File: config.mk
export PLATFORM = sky130hd
export DESIGN_NAME = swd_link_wakeup
export DESIGN_NICKNAME = d
export VERILOG_FILES = /design/src/rtl/swd_wake_pkg.sv /design/src/rtl/swd_half_timer.sv /design/src/rtl/swd_host_drive.sv /design/src/rtl/swd_rx_capture.sv /design/src/rtl/swd_link_wakeup.sv
export SDC_FILE = /design/constraint.sdc
export NUM_CORES = 1
export LEC_CHECK = 0
export CAP_MARGIN = 20
export CORE_MARGIN = 5
export CORE_UTILIZATION = 45
export CTS_CLUSTER_SIZE = 25
export DETAILED_ROUTE_END_ITERATION = 12
export PLACE_DENSITY = 0.76
export SLEW_MARGIN = 20
export SYNTH_ARGS = -nofsm -noshare
export SYNTH_HDL_FRONTEND = slang
export SYNTH_SLANG_ARGS = --single-unit
File: constraint.sdc
create_clock -name clk -period 6.55 [get_ports clk]
set_input_delay 0.655 -clock clk [delete_from_list [all_inputs] [get_ports clk]]
set_output_delay 0.655 -clock clk [all_outputs]
set_load 0.05 [all_outputs]
File: src/rtl/swd_wake_pkg.sv
package swd_wake_pkg;

  localparam int ID_W   = 32;
  localparam int ACK_W  = 3;
  localparam int IDX_W  = 7;

  localparam logic [15:0]      SWITCH_WORD = 16'hE79E;
  localparam logic [7:0]       ID_REQUEST  = 8'hA5;
  localparam logic [ACK_W-1:0] ACK_GOOD    = 3'b001;

  localparam logic [IDX_W-1:0] LEN_RESET_A = 7'd66;
  localparam logic [IDX_W-1:0] LEN_SWITCH  = 7'd16;
  localparam logic [IDX_W-1:0] LEN_RESET_B = 7'd50;
  localparam logic [IDX_W-1:0] LEN_IDLE    = 7'd16;
  localparam logic [IDX_W-1:0] LEN_REQ     = 7'd8;
  localparam logic [IDX_W-1:0] LEN_ONE     = 7'd1;
  localparam logic [IDX_W-1:0] LEN_ACK     = 7'(ACK_W);
  localparam logic [IDX_W-1:0] LEN_DATA    = 7'(ID_W);

  typedef enum logic [3:0] {
    PH_RESET_A,
    PH_SWITCH,
    PH_RESET_B,
    PH_IDLE,
    PH_REQ,
    PH_TURN_IN,
    PH_ACK,
    PH_DATA,
    PH_PARITY,
    PH_TURN_OUT
  } wake_phase_e;

  function automatic logic [IDX_W-1:0] phase_len(input wake_phase_e ph);
    case (ph)
      PH_RESET_A: phase_len = LEN_RESET_A;
      PH_SWITCH:  phase_len = LEN_SWITCH;
      PH_RESET_B: phase_len = LEN_RESET_B;
      PH_IDLE:    phase_len = LEN_IDLE;
      PH_REQ:     phase_len = LEN_REQ;
      PH_ACK:     phase_len = LEN_ACK;
      PH_DATA:    phase_len = LEN_DATA;
      default:    phase_len = LEN_ONE;
    endcase
  endfunction

endpackage

File: src/rtl/swd_half_timer.sv
module swd_half_timer #(
  parameter int DIV_HALF = 2
) (
  input  logic clk,
  input  logic rst,
  input  logic en,
  output logic tick
);

  generate
    if (DIV_HALF <= 1) begin : g_every_cycle
      always_ff @(posedge clk) begin
        if (rst) tick <= 1'b0;
        else     tick <= en;
      end
    end else begin : g_counted
      localparam int CNT_W = $clog2(DIV_HALF);
      localparam logic [CNT_W-1:0] CNT_LAST = CNT_W'(DIV_HALF - 1);
      logic [CNT_W-1:0] cnt;

      always_ff @(posedge clk) begin
        if (rst || !en) begin
          cnt  <= '0;
          tick <= 1'b0;
        end else if (cnt == CNT_LAST) begin
          cnt  <= '0;
          tick <= 1'b1;
        end else begin
          cnt  <= cnt + 1'b1;
          tick <= 1'b0;
        end
      end
    end
  endgenerate

  // a half-period tick only follows a cycle in which the timer ran
  a_r2_tick_needs_en: assert property (@(posedge clk) disable iff (rst)
    tick |-> $past(en));

endmodule

File: src/rtl/swd_host_drive.sv
module swd_host_drive
  import swd_wake_pkg::*;
(
  input  wake_phase_e      phase,
  input  logic [IDX_W-1:0] idx,
  output logic             drv,
  output logic             oe
);

  logic [15:0] sw_shift;
  logic [7:0]  rq_shift;

  always_comb begin
    sw_shift = SWITCH_WORD >> idx;
    rq_shift = ID_REQUEST >> idx;
    case (phase)
      PH_RESET_A, PH_RESET_B: begin drv = 1'b1;        oe = 1'b1; end
      PH_SWITCH:              begin drv = sw_shift[0]; oe = 1'b1; end
      PH_IDLE:                begin drv = 1'b0;        oe = 1'b1; end
      PH_REQ:                 begin drv = rq_shift[0]; oe = 1'b1; end
      default:                begin drv = 1'b0;        oe = 1'b0; end
    endcase
  end

endmodule

File: src/rtl/swd_rx_capture.sv
module swd_rx_capture
  import swd_wake_pkg::*;
(
  input  logic             clk,
  input  logic             rst,
  input  logic             clear,
  input  logic             sample,
  input  wake_phase_e      phase,
  input  logic             din,
  output logic [ACK_W-1:0] ack,
  output logic [ID_W-1:0]  data,
  output logic             parity_ok
);

  logic par_bit;

  always_ff @(posedge clk) begin
    if (rst || clear) begin
      ack     <= '0;
      data    <= '0;
      par_bit <= 1'b0;
    end else if (sample) begin
      case (phase)
        PH_ACK:    ack     <= {din, ack[ACK_W-1:1]};
        PH_DATA:   data    <= {din, data[ID_W-1:1]};
        PH_PARITY: par_bit <= din;
        default:   ;
      endcase
    end
  end

  assign parity_ok = (par_bit == ^data);

  // acknowledge register moves only on a sample taken in the acknowledge phase
  a_r9_ack_only_in_ack: assert property (@(posedge clk) disable iff (rst)
    (!clear && !(sample && phase == PH_ACK)) |=> $stable(ack));

endmodule

File: src/rtl/swd_link_wakeup.sv
module swd_link_wakeup
  import swd_wake_pkg::*;
#(
  parameter int DIV_HALF = 2
) (
  input  logic            clk,
  input  logic            rst,
  input  logic            start,
  input  logic            swdio_in,
  output logic            swclk,
  output logic            swdio_out,
  output logic            swdio_oe,
  output logic            done,
  output logic            link_ok,
  output logic            link_fail,
  output logic [ID_W-1:0] idcode
);

  logic             busy;
  wake_phase_e      phase, nxt_phase, drv_phase;
  logic [IDX_W-1:0] idx, nxt_idx, drv_idx;
  logic             tick, finish, h_drv, h_oe, sample, cap_clear;
  logic [ACK_W-1:0] rx_ack;
  logic [ID_W-1:0]  rx_data;
  logic             rx_par_ok;

  swd_half_timer #(.DIV_HALF(DIV_HALF)) u_timer (
    .clk (clk),
    .rst (rst),
    .en  (busy),
    .tick(tick)
  );

  // next serial bit position
  always_comb begin
    nxt_phase = phase;
    nxt_idx   = idx + 1'b1;
    finish    = 1'b0;
    if (idx == phase_len(phase) - 1'b1) begin
      nxt_idx = '0;
      case (phase)
        PH_RESET_A:  nxt_phase = PH_SWITCH;
        PH_SWITCH:   nxt_phase = PH_RESET_B;
        PH_RESET_B:  nxt_phase = PH_IDLE;
        PH_IDLE:     nxt_phase = PH_REQ;
        PH_REQ:      nxt_phase = PH_TURN_IN;
        PH_TURN_IN:  nxt_phase = PH_ACK;
        PH_ACK:      nxt_phase = (rx_ack == ACK_GOOD) ? PH_DATA : PH_TURN_OUT;
        PH_DATA:     nxt_phase = PH_PARITY;
        PH_PARITY:   nxt_phase = PH_TURN_OUT;
        default:     finish    = 1'b1;
      endcase
    end
  end

  assign drv_phase = busy ? nxt_phase : PH_RESET_A;
  assign drv_idx   = busy ? nxt_idx   : '0;

  swd_host_drive u_drive (
    .phase(drv_phase),
    .idx  (drv_idx),
    .drv  (h_drv),
    .oe   (h_oe)
  );

  assign cap_clear = !busy && start;
  assign sample    = busy && tick && !swclk;

  swd_rx_capture u_capture (
    .clk      (clk),
    .rst      (rst),
    .clear    (cap_clear),
    .sample   (sample),
    .phase    (phase),
    .din      (swdio_in),
    .ack      (rx_ack),
    .data     (rx_data),
    .parity_ok(rx_par_ok)
  );

  always_ff @(posedge clk) begin
    if (rst) begin
      busy      <= 1'b0;
      phase     <= PH_RESET_A;
      idx       <= '0;
      swclk     <= 1'b0;
      swdio_out <= 1'b0;
      swdio_oe  <= 1'b0;
      done      <= 1'b0;
      link_ok   <= 1'b0;
      link_fail <= 1'b0;
      idcode    <= '0;
    end else begin
      done      <= 1'b0;
      link_ok   <= 1'b0;
      link_fail <= 1'b0;
      if (!busy) begin
        if (start) begin
          busy      <= 1'b1;
          phase     <= PH_RESET_A;
          idx       <= '0;
          swdio_out <= h_drv;
          swdio_oe  <= h_oe;
        end
      end else if (tick) begin
        if (!swclk) begin
          swclk <= 1'b1;
        end else begin
          swclk <= 1'b0;
          if (finish) begin
            busy      <= 1'b0;
            swdio_out <= 1'b0;
            swdio_oe  <= 1'b1;
            done      <= 1'b1;
            if (rx_ack == ACK_GOOD && rx_par_ok) begin
              link_ok <= 1'b1;
              idcode  <= rx_data;
            end else begin
              link_fail <= 1'b1;
            end
          end else begin
            phase     <= nxt_phase;
            idx       <= nxt_idx;
            swdio_out <= h_drv;
            swdio_oe  <= h_oe;
          end
        end
      end
    end
  end

  // serial clock is parked low whenever no sequence runs
  a_r2_clk_parked: assert property (@(posedge clk) disable iff (rst)
    !busy |-> !swclk);

  // data line changes only while the serial clock is low
  a_r8_change_on_low: assert property (@(posedge clk) disable iff (rst)
    (!$stable(swdio_out) || !$stable(swdio_oe)) |-> !swclk);

  // line released during every target-driven bit
  a_r7_released: assert property (@(posedge clk) disable iff (rst)
    (busy && (phase == PH_TURN_IN || phase == PH_ACK || phase == PH_DATA ||
              phase == PH_PARITY || phase == PH_TURN_OUT)) |-> !swdio_oe);

  // each completion carries exactly one verdict
  a_r11_one_verdict: assert property (@(posedge clk) disable iff (rst)
    done |-> ($countones({link_ok, link_fail}) == 1));

  // completion is a single-cycle pulse
  a_r11_done_pulse: assert property (@(posedge clk) disable iff (rst)
    done |=> !done);

  // a failed run leaves the identification value untouched
  a_r12_hold_id: assert property (@(posedge clk) disable iff (rst)
    link_fail |-> $stable(idcode));

  // bus handed back to the host, driven low, once a run ends
  a_r14_handback: assert property (@(posedge clk) disable iff (rst)
    done |-> (swdio_oe && !swdio_out && !swclk));

endmodule

# Word level (Yosys, flattened, before mapping)
# Index checks and enable logic that the tools add are counted.
[totals] register_bits=88 output_inout_bits=38
[op_classes] n_addsub=3 n_eq_ne=18 shifts=2 mux=41 bitwise_logic=4 reduce_logical=26
[ops] op="7-bit two-way mux" n=7
[ops] op="7-bit one-hot mux with 6 select lines" n=1
[ops] op="4-bit one-hot mux with 9 select lines" n=1
[ops] op="4-bit two-way mux" n=8
[ops] op="32-bit parity" n=1
[ops] op="1-bit two-way mux" n=23
[ops] op="4-bit by 3-bit == test with 1-bit output (second input constant)" n=5
[ops] op="4-bit by 2-bit == test with 1-bit output (second input constant)" n=4
[ops] op="16-bit by 7-bit right shift with 1-bit output (first input constant)" n=1
[ops] op="5-bit OR reduction" n=2
[ops] op="9-bit OR reduction" n=1
[ops] op="4-bit by 1-bit == test with 1-bit output (second input constant)" n=2
[ops] op="4-bit zero test" n=2
[ops] op="2-bit AND reduction" n=4
[ops] op="8-bit by 7-bit right shift with 1-bit output (first input constant)" n=1
[ops] op="7-bit by 1-bit adder with 7-bit output (second input constant)" n=1
[ops] op="7-bit == test" n=1
[ops] op="7-bit by 1-bit subtractor with 7-bit output (second input constant)" n=1
[ops] op="2-bit OR reduction" n=3
[ops] op="5-bit AND reduction" n=1
[ops] op="4-bit == test (second input constant)" n=1
[ops] op="1-bit logical AND" n=4
[ops] op="2-bit != test (second input constant)" n=2
[ops] op="1-bit NOT" n=4
[ops] op="other kinds (11)" n=13

# Longest topological paths before layout
[logic_depth] word_depth=14 mapped_depth=17 ltp_nobuf=13

# Modules after synthesis
# From an unflattened synthesis, not the netlist that was laid out.
[hier_totals] hier_cells=529 hier_area_um2=4227.8
[modules_own_cells] module="swd_link_wakeup" n_inst=1 cells_per_inst=317 area_per_inst_um2=2464.9 seq_area_each_um2=1001.0
[modules_own_cells] module="swd_rx_capture" n_inst=1 cells_per_inst=191 area_per_inst_um2=1560.2 seq_area_each_um2=720.7
[modules_own_cells] module="swd_host_drive" n_inst=1 cells_per_inst=17 area_per_inst_um2=141.4 seq_area_each_um2=0.0
[modules_own_cells] module="swd_half_timer" n_inst=1 cells_per_inst=4 area_per_inst_um2=61.3 seq_area_each_um2=40.0

# Worst setup path before layout
# OpenSTA, ideal clock, no wires.
[synth_path] path_type="register -> register" from="reg phase[0]" to="reg swdio_out" setup_time_ns=0.071 t_arrival_ns=3.559 path_slack_ns=2.921 stages_incl_launch_ff=16 path_buffers=2 synth_period_minus_slack_ns=3.629 path_cell_list="dfxtp_1 > buf_2 > buf_1 > xor2_1 > a21oi_1 > ha_1 > or4_1 > a21oi_1 > o21ai_1 > a211oi_4 > nand3b_2 > o221ai_2 > a211oi_1 > or4_1 > a221o_1 > a21oi_1"
[synth_between] elab_chain_len=14 word_cells_on_any_way=34 cone_classes="1 x add/sub; 12 x eq/ne; 2 x shift; 14 x mux; 5 x reduce/logical"
[synth_rtl] element="start, declared" line_no="swd_link_wakeup.sv:20" source="wake_phase_e phase, nxt_phase, drv_phase;"
[synth_rtl] element="start signal, assigned" line_no="swd_link_wakeup.sv:122" source="phase <= nxt_phase;"
[synth_rtl] element="branches (longest 13 deep; another with 7-bit by 1-bit subtractor with 7-bit output)"
[synth_rtl] element="1-bit two-way mux *" line_no="swd_link_wakeup.sv:97" source="if (!busy) begin"
[synth_rtl] element="end signal, assigned" line_no="swd_link_wakeup.sv:102" source="swdio_out <= h_drv;"
[synth_rtl] element="end signal, assigned" line_no="swd_link_wakeup.sv:124" source="swdio_out <= h_drv;"
[synth_rtl] element="end, declared" line_no="swd_link_wakeup.sv:11" source="output logic swdio_out,"
# Mark *: on every way between the ends. The select of a mux whose other input is x is not followed.
# A chain may end at the register's enable or synchronous reset.

# Worst setup path after layout
[layout_path] from="reg phase[1]" to="reg idcode[29]"
[layout_between] elab_chain_len=7 word_cells_on_any_way=17 cone_classes="1 x add/sub; 9 x eq/ne; 3 x mux; 4 x reduce/logical"
[layout_rtl] element="4-bit by 2-bit == test with 1-bit output or 4-bit by 1-bit == test with 1-bit output (tied branches)" line_no="swd_wake_pkg.sv:34, swd_link_wakeup.sv:41"
[layout_rtl] element="2-bit OR reduction (no source line)"
[layout_rtl] element="7-bit one-hot mux with 6 select lines" line_no="swd_wake_pkg.sv:34" source="case (ph)"
[layout_rtl] element="7-bit by 1-bit subtractor with 7-bit output" line_no="swd_link_wakeup.sv:39" source="if (idx == phase_len(phase) - 1'b1) begin"
[layout_rtl] element="7-bit == test" line_no="swd_link_wakeup.sv:39"
[layout_rtl] element="1-bit two-way mux *" line_no="swd_link_wakeup.sv:39"
[layout_rtl] element="5-bit AND reduction (no source line) *"
[layout_rtl] element="end signal, assigned" line_no="swd_link_wakeup.sv:117" source="idcode <= rx_data;"
[layout_rtl] element="end, declared" line_no="swd_link_wakeup.sv:16" source="output logic [ID_W-1:0] idcode"
# Every way passes the cells marked *; elsewhere a longest branch is shown, timed or not.

==> impl_metrics.toml <==
[setup_path]
reg2reg_depth = 13
worstPathCellList = "nor2b_1 > or3_1 > ha_1 > or4_1 > a21oi_1 > o21ai_1 > a211oi_4 > nand2_1 > nor2_1 > and2_1 > nand2_2 > mux2i_1 > nor2_1"
critPathMaxStageDelay_ns = 0.72
r2r_slack_ns = 2.21
critPathRequiredTime_ns = 6.77
path_max_fanout = 33
arrival_ns = 4.56
crit_family = "simple AND/OR/NAND/NOR gates"
slowest_stage = "dfxtp_1"
crit_type = "reg2reg"
critPathCaptureType = "register"
cp_common_cell = "nor2_1"
cp_num_buf_inv = 0
cp-start-kind = "register"
path_depth = 13

[clock_tree]
cts_resized = 0
clkTransAtPathRegs_ns = 0.09
cts_max_level = 3
post-cts-setup-buffers = 0
ctsHoldBuffers = 0
clockRootBuffer = "clkbuf_8"
numCtsBuffers = 9
clock-sinks = 88
clock_latency_ns = 0.36
cts_max_path_buffers = 2
cts_tree = "built"

[grt]
grtUsageTotal_pct = 16.3
grt_max_degree = 53
antenna_found_initial = 0
grt_pass1_vias = 3216
grt_pass1_wl_um = 15200
grt.overflow.total = 0

[synthesis]
syn_nets = 492
synthCells = 485
async_flop_share_pct = 0
seq_area_frac_synth_pct = 43.4
yosysWarningCount = 0
ys_ff_latch = 88
synth.area.top_cells = "dfxtp_1 (43%), mux2i_1 (9.4%), nand2_1 (7.9%)"
synth_common_cells = "dfxtp_1 (88), nand2_1 (85), nor2_1 (59)"
synth.top_cell.area_share_pct = 43.4
synth_area_mm2 = 0.00406
synth-edff-count = 0
synth.avg_cell_area_um2 = 8.37
ys.flop_type = "dfxtp_1"
synth_cell_types = 48
synth_top_area_cell = "dfxtp_1"
yosysMostFrequentCell = "dfxtp_1"

[run_status]
run_status = "finished, final reports clean"

[routing]
drt_drc_violations_left = 0
viasPerCell = 5.37
dr.pass1.iters = 4
ant_nets = 0
post_drt_wl_per_cell_um = 14.3
routed_wirelength_um = 8880
dr.first_iter.drc_count = 163
vias = 3327

[final_layout]
nets = 514
diodes = 0
area_growth_pct = 16.1
drive_above_1_share_pct = 5.27
final_area_mm2 = 0.00471

[timing]
slew_viol_final = 0
hold_viol_final = 0
tns_ns = 0
finalSetupViolCount = 0
min_period_ns = 4.34
clock_skew_ns = 0.00983
worst_slew_pin_slew_ns = 1.00
rsz0062_at_grt = "false"
relSlewSlack_pct = 33.0
fmax_ghz = 0.230
finalCritPeriodShare_pct = 66.3

[floorplan]
die_area_mm2 = 0.0110
core_area_mm2 = 0.00876
ios = 42
num_rows = 34
dieWidth_um = 105
start_util_pct = 46.3
die_h_um = 105

[place]
io_buffers = 41
hpwl_um = 5910
dpl-instance-area_mm2 = 0.00448
gp_congestion = 0.864

[pwr]
irDropWorstVdd_uv = 164
powerDensity_mw_per_mm2 = 206
cellLeakagePower_nw = 1.82

[min_path]
min_path_cells = 1
hp-class = "reg2reg"

[run]
cap_violations = 0
[report_power, final]
part	switching [mW]	total [mW]	internal [mW]
registers	0.00341	0.540	0.537
clock network	0.207	0.399	0.192
logic	0.0230	0.0315	0.00843
[through the flow]
stage	power [mW]	hold WS, ns	utilization (%)	setup WS, ns	instances
after floorplan	0.575	0.389	-	2.92	485
after global placement	0.584	0.397	51.1	2.44	602
after detailed placement	0.584	0.407	51.1	2.21	602
after CTS	0.978	0.420	53.5	2.20	618
after global routing	1.00	0.445	53.8	1.77	620
final	0.971	0.420	53.8	2.21	620
[flip-flops by register name, indices dropped and copies added, names as in the netlist]
register / count
swdio_oe: 1
u_timer.g_counted.cnt: 1
u_timer.tick: 1
phase: 4
busy: 1
u_capture.data: 32
done: 1
link_ok: 1
swclk: 1
swdio_out: 1
u_capture.par_bit: 1
idx: 7
idcode: 32
u_capture.ack: 3
link_fail: 1
[metal layers]
metal  up-vias  global-route usage (%)  wire [µm]
li1       1679                       -          -
met1      1567                    20.7       4050
met2        73                    26.9       4330
met3         8                    4.01        409
met4         0                    5.94         90
met5         -                       0          0
[worst reg2reg max path, cell delays in order (launching register included)]
cell and delay, ns:
dfxtp_1 0.72, nor2b_1 0.13, or3_1 0.33, ha_1 0.26
or4_1 0.41, a21oi_1 0.16, o21ai_1 0.12, a211oi_4 0.30
nand2_1 0.32, nor2_1 0.23, and2_1 0.19, nand2_2 0.57
mux2i_1 0.41, nor2_1 0.06
[worst paths after layout]
path,start,end
worst max-delay path,phase[1],idcode[29]
worst min-delay path,u_timer.g_counted.cnt,u_timer.g_counted.cnt
worst max register to register,phase[1],idcode[29]
worst min register to register,u_timer.g_counted.cnt,u_timer.g_counted.cnt
[cell families after synthesis]
logic type / share of synthesized area [%]
compound gates: 12.0
mux: 9.37
buf+inv: 3.64
flops: 43.4
simple gates: 21.7
xor+xnor: 9.06
fa+ha+maj: 0.924
[area by class of cell]
type                    count  area [µm²]
repair buffers             44         439
fillers                   788        4050
clock inverters             6        75.1
multi-input cells         361        2150
clock buffers              10         138
well taps                 108         135
inverters                   3        11.3
flip-flops and latches     88        1760
[placed cells by master, fill, tap and decap left out, drive strengths merged, types with 3 or more instances in the layout]
cell,count
xnor2,35
mux2i,38
and3,5
nor3,8
a211oi,3
o21ai,11
nor2,59
nor3b,5
or3,4
nand3b,3
dfxtp,88
xor2,7
ha,3
nand2,85
buf,4
nand3,8
nand4,5
o21bai,3
a21oi,49
inv,5
and2,4
clkdlybuf4s50,40
clkbuf,10
Note: power is estimated with default switching activity, not from simulation.
